[src/rtl/fsweep_pkg.sv]
package fsweep_pkg;
    typedef enum logic [1:0] {
        S_IDLE   = 2'd0,
        S_ACTIVE = 2'd1,
        S_LISTEN = 2'd2,
        S_DONE   = 2'd3
    } fsweep_state_e;

    localparam logic [2:0] ADDR_START  = 3'd0;
    localparam logic [2:0] ADDR_INCR   = 3'd1;
    localparam logic [2:0] ADDR_COUNT  = 3'd2;
    localparam logic [2:0] ADDR_ACTIVE = 3'd3;
    localparam logic [2:0] ADDR_LISTEN = 3'd4;
    localparam logic [2:0] ADDR_MODE   = 3'd5;

    localparam int MODE_BURST = 0;
    localparam int MODE_EXT   = 1;
    localparam int MODE_PHASE = 2;
endpackage

[src/rtl/fsweep_edge_sync.sv]
module fsweep_edge_sync #(
    parameter int STAGES = 2
) (
    input  logic clk,
    input  logic rst_n,
    input  logic async_in,
    output logic rise
);
    logic [STAGES-1:0] sync_q;
    logic              prev_q;

    generate
        for (genvar i = 0; i < STAGES; i++) begin : g_stage
            if (i == 0) begin : g_first
                always_ff @(posedge clk or negedge rst_n) begin
                    if (!rst_n) sync_q[i] <= 1'b0;
                    else        sync_q[i] <= async_in;
                end
            end else begin : g_next
                always_ff @(posedge clk or negedge rst_n) begin
                    if (!rst_n) sync_q[i] <= 1'b0;
                    else        sync_q[i] <= sync_q[i-1];
                end
            end
        end
    endgenerate

    always_ff @(posedge clk or negedge rst_n) begin
        if (!rst_n) prev_q <= 1'b0;
        else        prev_q <= sync_q[STAGES-1];
    end

    assign rise = sync_q[STAGES-1] & ~prev_q;

    // a single edge never yields two consecutive step requests
    a_r7_single_rise: assert property (@(posedge clk) disable iff (!rst_n)
        rise |=> !rise);
endmodule

[src/rtl/fsweep_interval_timer.sv]
module fsweep_interval_timer #(
    parameter int W = 12
) (
    input  logic         clk,
    input  logic         rst_n,
    input  logic         load,
    input  logic [W-1:0] load_val,
    input  logic         run,
    output logic         expired
);
    logic [W-1:0] cnt_q;

    always_ff @(posedge clk or negedge rst_n) begin
        if (!rst_n)                       cnt_q <= '0;
        else if (load)                    cnt_q <= load_val;
        else if (run && cnt_q != '0)      cnt_q <= cnt_q - 1'b1;
    end

    assign expired = (cnt_q == '0);

    // the counter rests at zero and never wraps
    a_r5_no_wrap: assert property (@(posedge clk) disable iff (!rst_n)
        (run && !load && cnt_q == '0) |=> (cnt_q == '0));
endmodule

[src/rtl/fsweep_ctrl.sv]
module fsweep_ctrl
    import fsweep_pkg::*;
#(
    parameter int FREQ_W = 24,
    parameter int CNT_W  = 12,
    parameter int TMR_W  = 12,
    parameter int ADDR_W = 3,
    parameter int SYNC_STAGES = 2
) (
    input  logic              clk,
    input  logic              rst_n,
    input  logic              wr_en,
    input  logic [ADDR_W-1:0] wr_addr,
    input  logic [FREQ_W-1:0] wr_data,
    input  logic              start,
    input  logic              standby,
    input  logic              ext_step,
    output logic [FREQ_W-1:0] freq_word,
    output logic              midscale,
    output logic              phase_restart,
    output logic              step_strobe,
    output logic              sweep_done
);
    localparam int MODE_W = 3;

    logic [FREQ_W-1:0] start_q, incr_q;
    logic [CNT_W-1:0]  count_q, step_q;
    logic [TMR_W-1:0]  active_q, listen_q;
    logic [MODE_W-1:0] mode_q;

    fsweep_state_e state_q, state_d;
    logic [FREQ_W-1:0] freq_q;
    logic strobe_q, phase_q, done_q;

    logic ext_rise, tmr_expired, tmr_load, tmr_run;
    logic [TMR_W-1:0] tmr_val;
    logic ld_start, adv, fin, trig;

    function automatic logic [TMR_W-1:0] span_to_load(input logic [TMR_W-1:0] v);
        return (v == '0) ? '0 : v - 1'b1;
    endfunction

    // settings
    always_ff @(posedge clk or negedge rst_n) begin
        if (!rst_n) begin
            start_q  <= '0;
            incr_q   <= '0;
            count_q  <= '0;
            active_q <= '0;
            listen_q <= '0;
            mode_q   <= '0;
        end else if (wr_en) begin
            unique case (wr_addr)
                ADDR_START:  start_q  <= wr_data;
                ADDR_INCR:   incr_q   <= wr_data;
                ADDR_COUNT:  count_q  <= wr_data[CNT_W-1:0];
                ADDR_ACTIVE: active_q <= wr_data[TMR_W-1:0];
                ADDR_LISTEN: listen_q <= wr_data[TMR_W-1:0];
                ADDR_MODE:   mode_q   <= wr_data[MODE_W-1:0];
                default: ;
            endcase
        end
    end

    fsweep_edge_sync #(.STAGES(SYNC_STAGES)) u_edge (
        .clk(clk), .rst_n(rst_n), .async_in(ext_step), .rise(ext_rise)
    );

    fsweep_interval_timer #(.W(TMR_W)) u_timer (
        .clk(clk), .rst_n(rst_n), .load(tmr_load), .load_val(tmr_val),
        .run(tmr_run), .expired(tmr_expired)
    );

    assign tmr_run = !standby && (state_q == S_ACTIVE || state_q == S_LISTEN);
    assign trig    = mode_q[MODE_EXT] ? ext_rise : tmr_expired;

    // next state and sequencing decisions
    always_comb begin
        state_d  = state_q;
        ld_start = 1'b0;
        adv      = 1'b0;
        fin      = 1'b0;
        tmr_load = 1'b0;
        tmr_val  = span_to_load(active_q);
        if (!standby) begin
            if (start) begin
                state_d  = S_ACTIVE;
                ld_start = 1'b1;
                tmr_load = 1'b1;
            end else begin
                unique case (state_q)
                    S_IDLE, S_DONE: ;
                    S_ACTIVE: begin
                        if (trig && mode_q[MODE_BURST]) begin
                            state_d  = S_LISTEN;
                            tmr_load = 1'b1;
                            tmr_val  = span_to_load(listen_q);
                        end else if (trig) begin
                            adv = 1'b1;
                        end
                    end
                    S_LISTEN: adv = tmr_expired;
                endcase
                if (adv && step_q == count_q) begin
                    adv     = 1'b0;
                    fin     = 1'b1;
                    state_d = S_DONE;
                end else if (adv) begin
                    state_d  = S_ACTIVE;
                    tmr_load = 1'b1;
                end
            end
        end
    end

    // state register
    always_ff @(posedge clk or negedge rst_n) begin
        if (!rst_n) state_q <= S_IDLE;
        else        state_q <= state_d;
    end

    // outputs and datapath
    always_ff @(posedge clk or negedge rst_n) begin
        if (!rst_n) begin
            freq_q   <= '0;
            step_q   <= '0;
            strobe_q <= 1'b0;
            phase_q  <= 1'b0;
            done_q   <= 1'b0;
        end else begin
            strobe_q <= 1'b0;
            phase_q  <= 1'b0;
            done_q   <= fin;
            if (ld_start) begin
                freq_q   <= start_q;
                step_q   <= '0;
                strobe_q <= 1'b1;
                phase_q  <= 1'b1;
            end else if (adv) begin
                freq_q   <= freq_q + incr_q;
                step_q   <= step_q + 1'b1;
                strobe_q <= 1'b1;
                phase_q  <= mode_q[MODE_PHASE];
            end
        end
    end

    assign freq_word     = freq_q;
    assign midscale      = (state_q == S_IDLE) || (state_q == S_LISTEN);
    assign phase_restart = phase_q;
    assign step_strobe   = strobe_q;
    assign sweep_done    = done_q;

    a_r11_change_has_strobe: assert property (@(posedge clk) disable iff (!rst_n)
        !$stable(freq_word) |-> step_strobe);
    a_r9_done_single: assert property (@(posedge clk) disable iff (!rst_n)
        sweep_done |=> !sweep_done);
    a_r9_done_state: assert property (@(posedge clk) disable iff (!rst_n)
        sweep_done |-> (state_q == S_DONE && !midscale));
    a_r10_standby_freeze: assert property (@(posedge clk) disable iff (!rst_n)
        standby |=> ($stable(freq_word) && !step_strobe && $stable(state_q)));
    a_r8_phase_with_strobe: assert property (@(posedge clk) disable iff (!rst_n)
        phase_restart |-> step_strobe);
endmodule

[config.mk]
export PLATFORM = sky130hd
export DESIGN_NAME = fsweep_ctrl
export DESIGN_NICKNAME = d
export VERILOG_FILES = /design/src/rtl/fsweep_pkg.sv /design/src/rtl/fsweep_edge_sync.sv /design/src/rtl/fsweep_interval_timer.sv /design/src/rtl/fsweep_ctrl.sv
export SDC_FILE = /design/constraint.sdc
export NUM_CORES = 1
export LEC_CHECK = 0
export BUFFER_PORTS_ARGS = -buffer_cell sky130_fd_sc_hd__clkbuf_2
export CORE_MARGIN = 3
export CORE_UTILIZATION = 55
export CTS_BUF_LIST = sky130_fd_sc_hd__clkbuf_8
export CTS_CLUSTER_DIAMETER = 100
export DETAILED_ROUTE_END_ITERATION = 8
export PLACE_DENSITY = 0.74
export SETUP_SLACK_MARGIN = 0.2
export SYNTH_ARGS = -nofsm -noshare
export SYNTH_HDL_FRONTEND = slang
export SYNTH_SLANG_ARGS = --single-unit
export TNS_END_PERCENT = 5
[constraint.sdc]
create_clock -name clk -period 5.2 [get_ports clk]
set_input_delay 1.04 -clock clk [delete_from_list [all_inputs] [get_ports clk]]
set_output_delay 1.04 -clock clk [all_outputs]
set_load 0.01 [all_outputs]
==> run metrics <==
status complete, no violations; clk_lat worst skew 0.47 ns; Worst setup startpoint step_q[7]$_DFFE_PN0P_; synthesized-area fraction occupied by adder cells 5.48%; Hold Fails Final Rpt 0; maximum vdd drop 0.336 mV; setup_tns 0 ns; post-route antenna net violation count 0; max-cap viol count 0; post-synthesis cell area 7900 um2; # hold bufs at CTS 0; startpoint of the worst-slack reg-to-reg timing path step_q[7]$_DFFE_PN0P_; maximum buffer depth of the clock tree 2; Avg Vias per Cell 6.05; transition time of the tightest slew-check pin 1.14 ns; largest net degree at the start of global routing 111; fraction of registers with async set or reset after synthesis 100%; routed wire length per instance 18.9 um; FF-to-FF path depth 10; RSZ-0062 raised after global routing no; share of layout cells above drive strength 1 24.3%; initial antenna violation count 0; commonest cells after routing, fill and taps aside sky130_fd_sc_hd__dfrtp_1, sky130_fd_sc_hd__mux2_2, sky130_fd_sc_hd__nand2_1; wire length of the first global-routing pass 31.7 mm; number of I/O port buffers 60; synthesized-area fraction occupied by xor and xnor cells 6.21%; Area growth, synth to finish 11.6%; hpwl dp 13.7 mm; sequential-to-total area share from yosys stat 45.3%; power density over cell area 433 nW/um2; worst-case clock skew 0.0114 ns; CTS sink cnt 143; least setup slack across all paths after layout 1.46 ns; clock tree from TritonCTS yes; sort of element at the start of the critical path flop; upper clock frequency limit 268 MHz; initial core utilization 56.7%; Die X-Extent 126 um; number of search-and-repair iterations in the first detailed-routing pass 7; count of H-tree levels built during CTS 4; min Tclk post-route 3.74 ns; core area 13900 um2; relative slew slack 23.8%; number of endpoints failing setup at the final stage 0; syn_nets 828; most common library cell in the layout ignoring fill and taps sky130_fd_sc_hd__dfrtp_1; classification of the worst setup path reg2reg; startpoint of the lowest-slack hold path u_edge.sync_q[0]$_DFF_PN0_; combinational family with the most area after synthesis simple AND/OR/NAND/NOR gates; number of enable flip-flop cells after synthesis 0; final worst-path cycle share 71.9%; type of the tightest min-delay check reg2reg; violation count after the first detailed-route iteration 506; IO Pins 61; most used flip-flop cell after synthesis sky130_fd_sc_hd__dfrtp_1; Synth warnings 0; Die Area 15800 um2; share of cell area taken by muxes after synthesis 12.7%; final weighted congestion in routability-driven placement 0.889; sum of overflow across all layers after global routing 0; peak fanout along the critical path 32; Cells on Worst Hold Path 0; number of max-slew violations in the final report 0; via count of the first global-routing pass 6137; number of setup buffers added after CTS 0; flop and latch count out of synthesis 143; clock buffers created by TritonCTS 17; number of nets in the finished design 886; number of remaining DRC errors 0; die extent in y 126 um; required time reported for the critical path endpoint 5.59 ns; utilization of the core after routing 63.2%; Total Routed Length 19.2 mm; Setup Slack @ Placement 1.27 ns; final antenna diode count 0; Resized Gates After CTS 0; Static Leak 3.85 nW; Simple-Gate Fraction of Synth Area 15.5%; number of instances in the synthesized netlist 761; arrival time of the worst setup path 4.13 ns; total number of vias 6118; mean area per synthesized cell 10.4 um2; overall fraction of global-route tracks in use 25.1%; Clock transition at path regs 0.08 ns; Worst Setup End Kind flop; Std-Cell Rows 43; post-synth cell types 69; Synth Area in Compound Gates 12.6%; clock root buffer master sky130_fd_sc_hd__clkbuf_8
## critical path, stage by stage, from the launching register on
cell and delay, ns:
sky130_fd_sc_hd__dfrtp_1 0.46, sky130_fd_sc_hd__xor2_1 0.17, sky130_fd_sc_hd__nor4_1 0.27, sky130_fd_sc_hd__nand3_1 0.26, sky130_fd_sc_hd__nand3_4 0.39, sky130_fd_sc_hd__clkinv_1 0.42
sky130_fd_sc_hd__nor2_1 0.97, sky130_fd_sc_hd__inv_1 0.36, sky130_fd_sc_hd__o21ai_0 0.19, sky130_fd_sc_hd__nand2_1 0.08, sky130_fd_sc_hd__o21ai_0 0.07
## per-layer routing
metal | share of wire, % | GRT usage, %
met4 | 2.1 | 9.46
met5 | 0 | 0
met2 | 48 | 40.7
met3 | 5.5 | 4.88
met1 | 44 | 33.7
## cell usage after synthesis, types with 4 or more instances
library cell	count	area [um2]
sky130_fd_sc_hd__nand4_1	10	62.6
sky130_fd_sc_hd__a31oi_1	10	62.6
sky130_fd_sc_hd__o211ai_1	5	37.5
sky130_fd_sc_hd__nor2_1	57	214
sky130_fd_sc_hd__inv_1	15	56.3
sky130_fd_sc_hd__a22o_1	4	35.0
sky130_fd_sc_hd__and3_1	8	50.1
sky130_fd_sc_hd__nor2b_1	5	31.3
sky130_fd_sc_hd__and2_1	4	25.0
sky130_fd_sc_hd__nor3_1	29	145
sky130_fd_sc_hd__nand2_1	62	233
sky130_fd_sc_hd__dfrtp_1	143	3580
sky130_fd_sc_hd__buf_2	6	30.0
sky130_fd_sc_hd__mux2_2	87	980
sky130_fd_sc_hd__ha_1	33	413
sky130_fd_sc_hd__nor4_1	9	56.3
sky130_fd_sc_hd__a21o_1	9	67.6
sky130_fd_sc_hd__clkbuf_1	20	75.1
sky130_fd_sc_hd__nand2b_1	8	50.1
sky130_fd_sc_hd__xnor2_1	30	263
sky130_fd_sc_hd__xor2_1	26	228
sky130_fd_sc_hd__a21oi_1	44	220
sky130_fd_sc_hd__a211oi_1	9	67.6
sky130_fd_sc_hd__nand3_1	14	70.1
sky130_fd_sc_hd__o21ai_0	45	225
sky130_fd_sc_hd__o31ai_1	6	45.0
## path summary, 6_finish.rpt
check,slack (ns),to
max in group asynchronous,3.42,listen_q[1]$_DFFE_PN0P_
hold reg to reg,0.36,u_edge.sync_q[1]$_DFF_PN0_
min in group asynchronous,0.72,u_timer.cnt_q[5]$_DFFE_PN0P_
setup reg to reg,1.46,step_q[4]$_DFFE_PN0P_
setup / recovery,1.46,step_q[4]$_DFFE_PN0P_
hold / removal,0.36,u_edge.sync_q[1]$_DFF_PN0_
## area by class of cell
cell class,count,area [um2]
well taps,180,225
clock inverters,12,135
multi-input cells,574,4180
fillers,1137,5130
clock buffers,20,275
repair buffers,66,352
flip-flops and latches,143,3580
inverters,17,63.8
## stage by stage
step / std cells / power, mW / hold slack (ns) / cell area [um2]
2_1_floorplan: 761 / 2.52 / 0.331 / 7900
3_3_place_gp: 980 / 2.85 / 0.345 / 8400
3_5_place_dp: 980 / 2.91 / 0.344 / 8400
4_1_cts: 1012 / 3.83 / 0.360 / 8810
5_1_grt: 1012 / 4.07 / 0.361 / 8810
6_report: 1012 / 3.82 / 0.358 / 8810
## cell families (layout without fill, tap and decap cells)
group / count (synthesis) / after routing
muxes: 89 / 89
and+or+nand+nor: 237 / 237
AOI/OAI and AO/OA: 158 / 158
buffers and inverters: 44 / 115
DFF: 143 / 143
xor gates and xnor gates: 56 / 56
adders and majority gates: 34 / 34
## registers in the layout, indices dropped and copies added (netlist names), 2 cells and up
register,flops
state_q,2
u_edge.sync_q,2
mode_q,3
start_q,24
u_timer.cnt_q,12
active_q,12
count_q,12
step_q,12
incr_q,24
freq_word,24
listen_q,12
## where the power goes
group          total, mW  switching, mW  internal, mW
logic               1.33          0.718         0.611
registers           1.59          0.233          1.35
clock network      0.903          0.438         0.465
Power figures use the tool's default switching activity.
